--- src/rtl/pgx_pkg.sv ---
package pgx_pkg;
  typedef enum logic [2:0] {
    S_IDLE,
    S_LOOK,
    S_WALK,
    S_DATA,
    S_RESP
  } xl_state_e;
endpackage

--- src/rtl/pgx_cfg.sv ---
module pgx_cfg #(
  parameter int MA_W  = 7,
  parameter int LEN_W = 3
) (
  input  logic             clk,
  input  logic             rst_n,
  input  logic             cfg_we,
  input  logic             cfg_sel,
  input  logic [MA_W-1:0]  cfg_wdata,
  output logic [MA_W-1:0]  tbl_base,
  output logic [LEN_W-1:0] tbl_len,
  output logic             flush
);
  logic [MA_W-1:0]  base_q, base_d;
  logic [LEN_W-1:0] len_q, len_d;

  always_comb begin
    base_d = base_q;
    len_d  = len_q;
    if (cfg_we && !cfg_sel) base_d = cfg_wdata;
    if (cfg_we &&  cfg_sel) len_d  = cfg_wdata[LEN_W-1:0];
  end

  always_ff @(posedge clk or negedge rst_n) begin
    if (!rst_n) begin
      base_q <= '0;
      len_q  <= '0;
    end else if (cfg_we) begin
      base_q <= base_d;
      len_q  <= len_d;
    end
  end

  assign tbl_base = base_q;
  assign tbl_len  = len_q;
  assign flush    = cfg_we;
endmodule

--- src/rtl/pgx_tlb.sv ---
module pgx_tlb #(
  parameter int N       = 2,
  parameter int PAGE_W  = 2,
  parameter int FRAME_W = 4
) (
  input  logic               clk,
  input  logic               rst_n,
  input  logic               flush,
  input  logic [PAGE_W-1:0]  lk_page,
  output logic               lk_hit,
  output logic [FRAME_W-1:0] lk_frame,
  input  logic               fill_en,
  input  logic [FRAME_W-1:0] fill_frame
);
  localparam int PTR_W = (N > 1) ? $clog2(N) : 1;

  logic [N-1:0]              vld_q, vld_d;
  logic [N-1:0][PAGE_W-1:0]  pg_q, pg_d;
  logic [N-1:0][FRAME_W-1:0] fr_q, fr_d;
  logic [PTR_W-1:0]          ptr_q, ptr_d;
  logic [N-1:0]              match;

  for (genvar i = 0; i < N; i++) begin : g_cmp
    assign match[i] = vld_q[i] && (pg_q[i] == lk_page);
  end

  always_comb begin
    lk_frame = '0;
    for (int i = 0; i < N; i++)
      if (match[i]) lk_frame = lk_frame | fr_q[i];
  end
  assign lk_hit = |match;

  always_comb begin
    vld_d = vld_q;
    pg_d  = pg_q;
    fr_d  = fr_q;
    ptr_d = ptr_q;
    if (flush) begin
      vld_d = '0;
      ptr_d = '0;
    end else if (fill_en) begin
      vld_d[ptr_q] = 1'b1;
      pg_d[ptr_q]  = lk_page;
      fr_d[ptr_q]  = fill_frame;
      ptr_d = (ptr_q == PTR_W'(N - 1)) ? '0 : ptr_q + 1'b1;
    end
  end

  always_ff @(posedge clk or negedge rst_n) begin
    if (!rst_n) begin
      vld_q <= '0;
      pg_q  <= '0;
      fr_q  <= '0;
      ptr_q <= '0;
    end else if (flush || fill_en) begin
      vld_q <= vld_d;
      pg_q  <= pg_d;
      fr_q  <= fr_d;
      ptr_q <= ptr_d;
    end
  end

  // parallel compare yields at most one match
  p_single_match_r9: assert property (@(posedge clk) disable iff (!rst_n)
    $onehot0(match));
  // configuration write empties every entry
  p_flush_empties_r7: assert property (@(posedge clk) disable iff (!rst_n)
    flush |=> (vld_q == '0));
endmodule

--- src/rtl/pgx_ctrl.sv ---
module pgx_ctrl
  import pgx_pkg::*;
#(
  parameter int PAGE_W  = 2,
  parameter int OFF_W   = 3,
  parameter int FRAME_W = 4,
  parameter int DATA_W  = 8,
  parameter int MA_W    = FRAME_W + OFF_W,
  parameter int LEN_W   = PAGE_W + 1
) (
  input  logic                    clk,
  input  logic                    rst_n,
  input  logic                    cpu_req,
  input  logic                    cpu_we,
  input  logic [PAGE_W+OFF_W-1:0] cpu_laddr,
  input  logic [DATA_W-1:0]       cpu_wdata,
  output logic                    cpu_done,
  output logic                    cpu_err,
  output logic [DATA_W-1:0]       cpu_rdata,
  input  logic [MA_W-1:0]         tbl_base,
  input  logic [LEN_W-1:0]        tbl_len,
  output logic [PAGE_W-1:0]       lk_page,
  input  logic                    lk_hit,
  input  logic [FRAME_W-1:0]      lk_frame,
  output logic                    fill_en,
  output logic [FRAME_W-1:0]      fill_frame,
  output logic                    mem_valid,
  output logic                    mem_we,
  output logic [MA_W-1:0]         mem_addr,
  output logic [DATA_W-1:0]       mem_wdata,
  input  logic                    mem_ready,
  input  logic [DATA_W-1:0]       mem_rdata
);
  xl_state_e          st_q, st_d;
  logic [PAGE_W-1:0]  page_q, page_d;
  logic [OFF_W-1:0]   off_q, off_d;
  logic               we_q, we_d, err_q, err_d;
  logic [DATA_W-1:0]  wd_q, wd_d, rd_q, rd_d;
  logic [FRAME_W-1:0] fr_q, fr_d;
  logic               out_rng;

  assign out_rng = {1'b0, page_q} >= tbl_len;

  always_comb begin
    st_d   = st_q;
    page_d = page_q;
    off_d  = off_q;
    we_d   = we_q;
    wd_d   = wd_q;
    rd_d   = rd_q;
    fr_d   = fr_q;
    err_d  = err_q;
    unique case (st_q)
      S_IDLE: if (cpu_req) begin
        page_d = cpu_laddr[PAGE_W+OFF_W-1:OFF_W];
        off_d  = cpu_laddr[OFF_W-1:0];
        we_d   = cpu_we;
        wd_d   = cpu_wdata;
        err_d  = 1'b0;
        st_d   = S_LOOK;
      end
      S_LOOK: begin
        if (lk_hit) begin
          fr_d = lk_frame;
          st_d = S_DATA;
        end else if (out_rng) begin
          err_d = 1'b1;
          st_d  = S_RESP;
        end else begin
          st_d = S_WALK;
        end
      end
      S_WALK: if (mem_ready) begin
        fr_d = mem_rdata[FRAME_W-1:0];
        st_d = S_DATA;
      end
      S_DATA: if (mem_ready) begin
        rd_d = mem_rdata;
        st_d = S_RESP;
      end
      S_RESP: st_d = S_IDLE;
      default: st_d = S_IDLE;
    endcase
  end

  always_ff @(posedge clk or negedge rst_n) begin
    if (!rst_n) begin
      st_q   <= S_IDLE;
      page_q <= '0;
      off_q  <= '0;
      we_q   <= 1'b0;
      wd_q   <= '0;
      rd_q   <= '0;
      fr_q   <= '0;
      err_q  <= 1'b0;
    end else begin
      st_q   <= st_d;
      page_q <= page_d;
      off_q  <= off_d;
      we_q   <= we_d;
      wd_q   <= wd_d;
      rd_q   <= rd_d;
      fr_q   <= fr_d;
      err_q  <= err_d;
    end
  end

  assign lk_page    = page_q;
  assign fill_en    = (st_q == S_WALK) && mem_ready;
  assign fill_frame = mem_rdata[FRAME_W-1:0];
  assign mem_valid  = (st_q == S_WALK) || (st_q == S_DATA);
  assign mem_we     = (st_q == S_DATA) && we_q;
  assign mem_wdata  = wd_q;
  assign mem_addr   = (st_q == S_WALK) ? (tbl_base + MA_W'(page_q)) : {fr_q, off_q};
  assign cpu_done   = (st_q == S_RESP);
  assign cpu_err    = err_q;
  assign cpu_rdata  = rd_q;

  // request held steady until accepted
  p_hold_req_r8: assert property (@(posedge clk) disable iff (!rst_n)
    (mem_valid && !mem_ready) |=> (mem_valid && $stable(mem_addr)));
  // completion is a single-cycle pulse
  p_done_pulse_r8: assert property (@(posedge clk) disable iff (!rst_n)
    cpu_done |=> !cpu_done);
  // out-of-range miss completes at once with no memory transfer
  p_range_err_r5: assert property (@(posedge clk) disable iff (!rst_n)
    (st_q == S_LOOK && !lk_hit && out_rng) |=> (cpu_done && cpu_err && !mem_valid));
  // table read is followed by the data access in the fetched frame
  p_walk_frame_r3: assert property (@(posedge clk) disable iff (!rst_n)
    (st_q == S_WALK && mem_ready) |=>
      (mem_valid && mem_addr[MA_W-1:OFF_W] == $past(mem_rdata[FRAME_W-1:0])));
endmodule

--- src/rtl/pgx_top.sv ---
module pgx_top #(
  parameter int PAGE_W  = 2,
  parameter int OFF_W   = 3,
  parameter int FRAME_W = 4,
  parameter int DATA_W  = 8,
  parameter int TLB_N   = 2
) (
  input  logic                          clk,
  input  logic                          rst_n,
  input  logic                          cfg_we,
  input  logic                          cfg_sel,
  input  logic [FRAME_W+OFF_W-1:0]      cfg_wdata,
  input  logic                          cpu_req,
  input  logic                          cpu_we,
  input  logic [PAGE_W+OFF_W-1:0]       cpu_laddr,
  input  logic [DATA_W-1:0]             cpu_wdata,
  output logic                          cpu_done,
  output logic                          cpu_err,
  output logic [DATA_W-1:0]             cpu_rdata,
  output logic                          mem_valid,
  output logic                          mem_we,
  output logic [FRAME_W+OFF_W-1:0]      mem_addr,
  output logic [DATA_W-1:0]             mem_wdata,
  input  logic                          mem_ready,
  input  logic [DATA_W-1:0]             mem_rdata
);
  localparam int MA_W  = FRAME_W + OFF_W;
  localparam int LEN_W = PAGE_W + 1;

  logic [MA_W-1:0]    tbl_base;
  logic [LEN_W-1:0]   tbl_len;
  logic               flush, lk_hit, fill_en;
  logic [PAGE_W-1:0]  lk_page;
  logic [FRAME_W-1:0] lk_frame, fill_frame;

  pgx_cfg #(.MA_W(MA_W), .LEN_W(LEN_W)) u_cfg (
    .clk(clk), .rst_n(rst_n), .cfg_we(cfg_we), .cfg_sel(cfg_sel),
    .cfg_wdata(cfg_wdata), .tbl_base(tbl_base), .tbl_len(tbl_len), .flush(flush)
  );

  pgx_tlb #(.N(TLB_N), .PAGE_W(PAGE_W), .FRAME_W(FRAME_W)) u_tlb (
    .clk(clk), .rst_n(rst_n), .flush(flush), .lk_page(lk_page),
    .lk_hit(lk_hit), .lk_frame(lk_frame), .fill_en(fill_en), .fill_frame(fill_frame)
  );

  pgx_ctrl #(.PAGE_W(PAGE_W), .OFF_W(OFF_W), .FRAME_W(FRAME_W), .DATA_W(DATA_W),
             .MA_W(MA_W), .LEN_W(LEN_W)) u_ctrl (
    .clk(clk), .rst_n(rst_n), .cpu_req(cpu_req), .cpu_we(cpu_we),
    .cpu_laddr(cpu_laddr), .cpu_wdata(cpu_wdata), .cpu_done(cpu_done),
    .cpu_err(cpu_err), .cpu_rdata(cpu_rdata), .tbl_base(tbl_base), .tbl_len(tbl_len),
    .lk_page(lk_page), .lk_hit(lk_hit), .lk_frame(lk_frame), .fill_en(fill_en),
    .fill_frame(fill_frame), .mem_valid(mem_valid), .mem_we(mem_we),
    .mem_addr(mem_addr), .mem_wdata(mem_wdata), .mem_ready(mem_ready),
    .mem_rdata(mem_rdata)
  );
endmodule

--- config.mk ---
export PLATFORM = sky130hd
export DESIGN_NAME = pgx_top
export DESIGN_NICKNAME = d
export VERILOG_FILES = /design/src/rtl/pgx_pkg.sv /design/src/rtl/pgx_cfg.sv /design/src/rtl/pgx_tlb.sv /design/src/rtl/pgx_ctrl.sv /design/src/rtl/pgx_top.sv
export SDC_FILE = /design/constraint.sdc
export NUM_CORES = 1
export LEC_CHECK = 0
export BUFFER_PORTS_ARGS = -buffer_cell sky130_fd_sc_hd__buf_2
export CORE_UTILIZATION = 45
export CTS_BUF_LIST = sky130_fd_sc_hd__clkbuf_4
export DETAILED_ROUTE_END_ITERATION = 8
export GPL_TIMING_DRIVEN = 0
export PLACE_DENSITY = 0.71
export SYNTH_ARGS = -nofsm -noshare
export SYNTH_HDL_FRONTEND = slang
export SYNTH_HIERARCHICAL = 1
export SYNTH_SLANG_ARGS = --single-unit
--- constraint.sdc ---
create_clock -name clk -period 2.15 [get_ports clk]
set_clock_uncertainty 0.2 [all_clocks]
set_input_delay 0.215 -clock clk [delete_from_list [all_inputs] [get_ports clk]]
set_output_delay 0.215 -clock clk [all_outputs]
set_load 0.05 [all_outputs]
==> reports/results.ini, run 1 <==
[placement]
hpwlAfterDp_um=3656
place_inst=348
place_area_mm2=0.003117
io_buffers=61
gp_congestion=0.7556

[timing]
max-slew-margin-rel_pct=53.23
layout_min_cycle_time_ps=2415
report.final.slew_viol_count=0
setup_viol=7
setup_tns_ps=-1176
post-route-period-util_pct=112.3
final-hold-violation-count=0
worst_pin_slew_ps=701.5
fmax_mhz=414.0
fin_ws_ps=-265.4
rsz0062_at_grt=true

[synthesis]
yosysWarnings=6
yosysUniqueCellTypes=34
synth.net_count=255
synthCells=215
synth_area_leaders=dfrtp_1, mux2_2, mux2_4
yosys.area.top_type_share_pct=51.00
ys_seq_area_share_pct=51.00
syn_area_per_cell_um2=12.55
synthDominantAreaCellType=dfrtp_1
ys_seq_elements=55
synth_area_mm2=0.002699

[worst_setup_path]
path_class=register to primary output
crit_path_end_kind=primary output
crit_path_start_kind=register
cp_cell_sequence=ha_4, inv_2, fa_2, buf_4, nor2_4, xnor2_2, a21oi_4, buf_6
path_buf_inv=3
cp.arrival_ps=2000
crit_slowest_cell=dfrtp_1
crit_path_max_fanout=3
crit_family=adder cells
cp.required_ps=1740
max_stage_delay_ps=420

[final_layout]
fillers=441
final_cell_mix=buf_2, dfrtp_1, dlygate4sd3_1, mux2_2, buf_4
nNetsFinal=374
stdcell_area_mm2=0.003810
final_common_cell=buf_2
syn2layout_area_growth_pct=41.17
diodes=0
drive_gt1_share_pct=50.45
fin_cells=407

[drt]
firstDrtPassIters=4
num_vias=1996
drc_errors=0
routed_wl_um=5941
drt_iter0_markers=83
routed_via_density=4.904
antenna_left=0
wl_per_cell_um=14.60

[pwr]
pwr-share-comb_pct=62.2
p_sw_uw=2582
intPower_uw=3056
leakagePower_uw=0.001762
p_clk_share_pct=8.0
vdd_drop_max_v=0.0009817
p_seq_share_pct=29.8
total_power_uw=5638
p_per_area_mw_per_mm2=1480
sw_frac_of_total_pct=45.79

[run_status]
failed_checks=negative setup slack
status=finished with violations

[floorplan]
die_y_um=79.45
core.rowCount=27
start_util_pct=47.84
pin_count=62
coreArea_mm2=0.005642
die_w_um=79.45
die_area_mm2=0.006312

[clocking]
path_clk_slew_ps=150
clk_latency_ps=380
clock_sinks=55
cts_tree=built
htreeDepth=2
cts_made_buffers=5
clockBufferDepth=2
root_buffer=clkbuf_4

[hold_path]
hold_path_class=input pin to register

[flow_run]
max-cap-violations=0

[grt]
grt_max_degree=56
antenna_found_initial=0
grt_pass1_wl_um=9473
grt_usage_pct=19.89
grt-ovfl-total=0
first_global_vias=2063

## layout make-up
| cell class | instances | area (µm²) | area share (%) |
|---|---|---|---|
| inverters | 9 | 33.78 | 0.8867 |
| plain buffers | 10 | 97.59 | 2.562 |
| clock inverters | 2 | 8.758 | 0.2299 |
| repair buffers | 113 | 849.6 | 22.30 |
| well taps | 72 | 90.09 | 2.365 |
| flip-flops and latches | 55 | 1381 | 36.26 |
| clock buffers | 6 | 45.04 | 1.182 |
| multi-input cells | 140 | 1304 | 34.22 |
## tightest hold or removal path, cell delays in order
cell and delay (ps):
buf_2 120, nand2_1 120, mux2_2 160
## kinds of logic after synthesis
logic type	synth area share [%]
DFF	51.00
and+or+nand+nor	11.03
muxes	21.56
AOI/OAI and AO/OA	5.564
buffers and inverters	5.007
xor gates and xnor gates	3.245
adders and majority gates	2.596
## timing repair
action / in CTS / in global routing
setup buffers: 12 / 7
hold buffers: 32 / 0
hold endpoints to repair: 101 / 0
pin swaps: 0 / 5
gates cloned: 1 / 0
setup endpoints to repair: 24 / 17
gates resized for setup: 25 / 17
## metrics by stage
| stage | util (%) | setup WS, ps | hold slack (ps) |
|---|---|---|---|
| floorplan | - | -247.2 | -280.6 |
| global placement | 55.25 | -213.6 | 222.6 |
| detailed placement | 55.25 | -235.5 | 221.3 |
| CTS | 65.42 | -279.1 | 40.80 |
| global route | 67.53 | -332.8 | 54.33 |
| finish | 67.53 | -265.4 | 61.45 |
## synth_stat cells
library cell	n
dfrtp_1	55
mux2_2	33
nand2_1	18
a21oi_1	12
nor2_1	12
mux2_4	10
xnor2_1	10
inv_1	9
buf_4	6
mux2i_1	6
buf_6	5
o21ai_0	5
o22ai_1	5
ha_1	4
nand2b_1	2
nand3b_1	2
nor2b_4	2
nor3b_1	2
o41ai_1	2
a21oi_2	1
and2_1	1
and2b_1	1
and3_1	1
fa_1	1
nand2b_4	1
nand3_1	1
nand3_2	1
nand3b_2	1
nor2b_1	1
nor3_1	1
nor3_4	1
nor3b_4	1
o21bai_1	1
or3b_1	1
## final timing paths
check / start / to / slack (ps) / depth (start not counted)
max: u_cfg/tbl_base[0] / mem_addr[4] / -270 / 8
min: cfg_sel / u_cfg/tbl_len[2] / 60 / 3
max reg2reg: u_ctrl/st_q[1] / u_tlb/fr_q[0] / 30 / 9
min reg2reg: u_ctrl/cpu_err / u_ctrl/cpu_err / 320 / 2
max in group asynchronous: rst_n / u_ctrl/st_q[0] / 1040 / 2
min in group asynchronous: rst_n / u_cfg/tbl_base[5] / 210 / 2
## power groups by stage
stage          Combinational, µW  Clock [µW]  Sequential [µW]
4_1_cts                     3290         473             1680
2_1_floorplan               1690           0             2240
3_5_place_dp                2820           0             1720
6_report                    3510         451             1680
3_3_place_gp                2770           0             1710
5_1_grt                     3730         505             1730
## metal layers
metal | vias to the layer above | wire, µm | track usage [%]
met5 | - | 0 | 0
met4 | 0 | 72 | 6.000
met3 | 7 | 252 | 4.800
met2 | 52 | 3022 | 34.96
met1 | 960 | 2593 | 23.90
li1 | 977 | - | -
## registers in the layout, indices dropped and copies added (netlist names)
register / cells
u_cfg/tbl_len: 3
u_ctrl/fr_q: 4
u_cfg/tbl_base: 7
u_tlb/pg_q: 4
u_tlb/vld_q: 2
u_ctrl/cpu_rdata: 8
u_ctrl/we_q: 1
u_tlb/ptr_q: 1
u_ctrl/st_q: 3
u_ctrl/lk_page: 2
u_ctrl/off_q: 3
u_ctrl/cpu_err: 1
u_ctrl/mem_wdata: 8
u_tlb/fr_q: 8
Note: power is estimated with default switching activity, not from simulation.
==> run 2, diff against run 1 <==
PLACE_DENSITY = 0.69   (was 0.71)
==> reports/results.ini, run 2 (synthesis results as in run 1) <==
[run_status]
status=finished with violations
failed_checks=negative setup slack

[grt]
grt_max_degree=56
grt-ovfl-total=0
antenna_found_initial=0
grt_pass1_wl_um=9239
grt_usage_pct=18.91
first_global_vias=2051

[final_layout]
drive_gt1_share_pct=51.18
syn2layout_area_growth_pct=44.00
nNetsFinal=378
final_cell_mix=buf_2, dfrtp_1, dlygate4sd3_1, mux2_2, buf_4
stdcell_area_mm2=0.003886
final_common_cell=buf_2
fillers=415
diodes=0

[clocking]
clk_latency_ps=370
root_buffer=clkbuf_4
cts_tree=built
clockBufferDepth=2
path_clk_slew_ps=140
clock_sinks=55
htreeDepth=2
cts_made_buffers=5

[floorplan]
die_y_um=79.45
start_util_pct=47.84
coreArea_mm2=0.005642
core.rowCount=27
die_area_mm2=0.006312
die_w_um=79.45
pin_count=62

[timing]
rsz0062_at_grt=true
fmax_mhz=403.3
worst_pin_slew_ps=469.0
setup_viol=7
max-slew-margin-rel_pct=68.63
post-route-period-util_pct=115.3
fin_ws_ps=-329.3
setup_tns_ps=-1198
final-hold-violation-count=0
holdWs_ps=72.24
layout_min_cycle_time_ps=2479
report.final.slew_viol_count=0

[placement]
place_area_mm2=0.003117
io_buffers=61
hpwlAfterDp_um=3496
dp_slack_ps=-235.5
gp_congestion=0.7660

[worst_setup_path]
path_class=register to primary output
crit_path_end_kind=primary output
cp_cell_sequence=ha_4, inv_2, fa_2, buf_4, nor2_4, xnor2_1, a21oi_2, buf_6
max_stage_delay_ps=420
crit_path_start_kind=register
crit_slowest_cell=dfrtp_1
crit_path_max_fanout=3
cp.arrival_ps=2060
cp.required_ps=1740

[pwr]
p_seq_share_pct=29.2
leakagePower_uw=0.001792
p_clk_share_pct=7.9
pwr-share-comb_pct=62.9
vdd_drop_max_v=0.001082
intPower_uw=3153
sw_frac_of_total_pct=45.36
p_per_area_mw_per_mm2=1485
p_sw_uw=2618

[drt]
drc_errors=0
num_vias=2029
drt-met1-wl_um=2673
met2_length_um=3087
drt_iter0_markers=69
routed_wl_um=6030
top_layer_used=met4
wl_per_cell_um=14.71
met3WireLength_um=253
routed_via_density=4.949
firstDrtPassIters=4
antenna_left=0

[flow_run]
max-cap-violations=0

[hold_path]
hold_path_class=input pin to async pin

## run 2: metal layers
layer | vias up | track usage, %
met5 | - | 0
met4 | 0 | 3.273
met3 | 2 | 4.229
met2 | 55 | 32.99
met1 | 987 | 24.15
li1 | 985 | -
## run 2: timing repair
action,in CTS,in global routing
resized for setup,33,15
pin swaps,9,5
cloned,1,0
endpoints found under the setup margin,24,23
hold endpoints to repair,93,0
hold buffers,32,0
buffers inserted,17,6
## run 2: critical path: cells and delay by family (launching register included)
kind | cells | cell delay (ps)
compound gates | 1 | 180
buf+inv | 3 | 380
flops | 1 | 420
simple gates | 1 | 90
xor+xnor | 1 | 100
fa+ha+maj | 2 | 530
## run 2: power groups by stage
stage	sequential (µW)	combinational, µW	clock, µW
finish	1690	3630	456
global route	1740	3840	511
CTS	1670	3400	475
detailed placement	1720	2810	0
global placement	1710	2780	0
floorplan	2240	1690	0
## run 2: through the flow
| step | total power, µW | std cells | util, % |
|---|---|---|---|
| floorplan | 3933 | 215 | - |
| detailed placement | 4536 | 348 | 55.25 |
| global placement | 4482 | 348 | 55.25 |
| CTS | 5547 | 405 | 66.80 |
| global route | 6096 | 410 | 68.88 |
| finish | 5771 | 410 | 68.88 |
## run 2: cell type report
cell class,instances,area [µm²],area share [%]
Sequential cell,55,1380,35.51
Multi-Input combinational cell,140,1323,34.03
Timing Repair Buffer,118,920.9,23.70
Tap cell,72,90.09,2.318
Buffer,9,86.33,2.222
Clock buffer,7,52.55,1.352
Inverter,9,33.78,0.8693
## run 2: path summary, 6_finish.rpt
check	slack, ps	to	depth (start not counted)	startpoint
worst max register to register	20	u_tlb/fr_q[2]	8	u_ctrl/st_q[2]
worst min register to register	300	u_ctrl/st_q[2]	1	u_cfg/tbl_len[2]
worst min-delay path	70	u_cfg/tbl_base[6]	2	rst_n
worst max-delay path	-330	mem_addr[4]	8	u_cfg/tbl_base[0]
max in group asynchronous	1140	u_ctrl/lk_page[0]	3	rst_n
min in group clk	90	u_ctrl/st_q[0]	5	cpu_req
==> run 3, diff against run 2 <==
CELL_PAD_IN_SITES_DETAIL_PLACEMENT = 1   (was not set)
CELL_PAD_IN_SITES_GLOBAL_PLACEMENT = 2   (was not set)
CORE_UTILIZATION = 33   (was 45)
PLACE_DENSITY = 0.76   (was 0.69)
==> reports/results.ini, run 3 (synthesis results as in run 1) <==
[final_layout]
seq_area_mm2=0.001380
final_cell_mix=buf_2, dfrtp_1, dlygate4sd3_1, mux2_2, buf_4
final_common_cell=buf_2
syn2layout_area_growth_pct=43.25
fillers=853
drive_gt1_share_pct=50.89
nNetsFinal=375
stdcell_area_mm2=0.003866
multiInputGateArea_mm2=0.001300
diodes=0

[clocking]
path_clk_slew_ps=160
cts_tree=built
clock_sinks=55
cts_made_buffers=5
clockBufferDepth=2
clk_latency_ps=370
htreeDepth=2
root_buffer=clkbuf_4

[placement]
place_area_mm2=0.003154
hpwlAfterDp_um=4214
dp_slack_ps=-276.9
gp_congestion=0.7149
io_buffers=61

[drt]
routed_via_density=4.696
antenna_left=0
wl_per_cell_um=14.94
num_vias=2057
firstDrtPassIters=4
drt_iter0_markers=57
drc_errors=0
routed_wl_um=6545

[hold_path]
hold_path_class=input pin to register
holdPathStages=5
holdPathEnd=u_ctrl/st_q[0]
hp-start=cpu_req

[timing]
fmax_mhz=408.3
post-route-period-util_pct=113.9
setup_viol=6
final-hold-violation-count=0
layout_min_cycle_time_ps=2449
holdWs_ps=68.93
worst_pin_slew_ps=725.7
max-slew-margin-rel_pct=51.62
rsz0062_at_grt=true
report.final.slew_viol_count=0
setup_tns_ps=-1548
fin_ws_ps=-299.0

[worst_setup_path]
cp.arrival_ps=2030
path_class=register to primary output
r2r_slack_ps=10
crit_path_end_kind=primary output
crit_slowest_cell=dfrtp_1
r2r-end=u_tlb/fr_q[0]
cp_cell_sequence=ha_2, inv_2, fa_2, buf_4, nor2_2, xnor2_1, a21oi_2, buf_6
crit_path_max_fanout=3
regToRegStartpoint=u_ctrl/st_q[2]
max_stage_delay_ps=400
rr_worst_depth=8
crit_path_start_kind=register
cp.required_ps=1740

[pwr]
total_power_uw=5726
vdd_drop_max_v=0.001117
leakagePower_uw=0.001772
p_seq_share_pct=29.5
p_clk_share_pct=8.2
p_sw_uw=2610
pwr-share-comb_pct=62.3
sw_frac_of_total_pct=45.58
p_per_area_mw_per_mm2=1481
intPower_uw=3116

[grt]
grt_usage_pct=16.72
grt_pass1_wl_um=11050
grt-ovfl-total=0
antenna_found_initial=0
first_global_vias=2267
grt_max_degree=56

[floorplan]
pin_count=62
die_w_um=92.44
die_y_um=92.44
die_area_mm2=0.008544
core.rowCount=32
coreArea_mm2=0.007807
start_util_pct=34.57

[run_status]
status=finished with violations
failed_checks=negative setup slack

[flow_run]
max-cap-violations=0

-- run 3: critical path, delay by kind of cell (launching register included) --
kind | cells | cell delay [ps]
XOR/XNOR | 1 | 100
AND/OR/NAND/NOR | 1 | 80
buffers and inverters | 3 | 360
flip-flops | 1 | 400
adder cells (fa/ha/maj) | 2 | 580
AO/OA/AOI/OAI | 1 | 140
-- run 3: power groups by stage --
stage / combinational, µW / sequential [µW] / clock (µW)
final: 3570 / 1690 / 471
after global routing: 3820 / 1760 / 530
after CTS: 3450 / 1690 / 506
after detailed placement: 2860 / 1730 / 0
after global placement: 2810 / 1710 / 0
after floorplan: 1690 / 2240 / 0
-- run 3: through the flow --
stage | util [%] | cells
floorplan | - | 215
global placement | 40.40 | 378
detailed placement | 40.40 | 378
CTS | 48.53 | 432
global route | 49.52 | 438
finish | 49.52 | 438
-- run 3: worst max-delay path by stage --
stage                       from             to  slack, ps
2_1_floorplan     u_ctrl/st_q[1]  u_tlb/fr_q[0]       -250
3_3_place_gp      u_ctrl/st_q[2]  u_tlb/fr_q[0]       -260
3_5_place_dp      u_ctrl/st_q[2]  u_tlb/fr_q[1]       -280
4_1_cts        u_cfg/tbl_base[0]    mem_addr[6]       -300
5_1_grt        u_cfg/tbl_base[0]    mem_addr[6]       -450
6_report       u_cfg/tbl_base[0]    mem_addr[4]       -300
-- run 3: final cells by class --
class / instances / area share (%)
multi-input cells: 140 / 33.62
clock inverters: 1 / 0.1294
flip-flops and latches: 55 / 35.70
clock buffers: 7 / 1.359
repair buffers: 115 / 22.65
well taps: 102 / 3.301
plain buffers: 9 / 2.362
inverters: 9 / 0.8738
-- run 3: metal layers --
metal,track usage [%],vias up,share of wire (%)
met5,0,-,0
met2,29.51,45,52
met1,21.06,1029,44
li1,-,976,-
met3,3.366,7,3.7
met4,3.516,0,0.70
-- run 3: what timing repair did --
action | CTS | global route
endpoints found under the setup margin | 24 | 26
cloned | 1 | 0
endpoints found under the hold margin | 101 | 0
resized for setup | 36 | 10
hold buffers | 32 | 0
buffers inserted | 13 | 8
pin swaps | 8 | 7
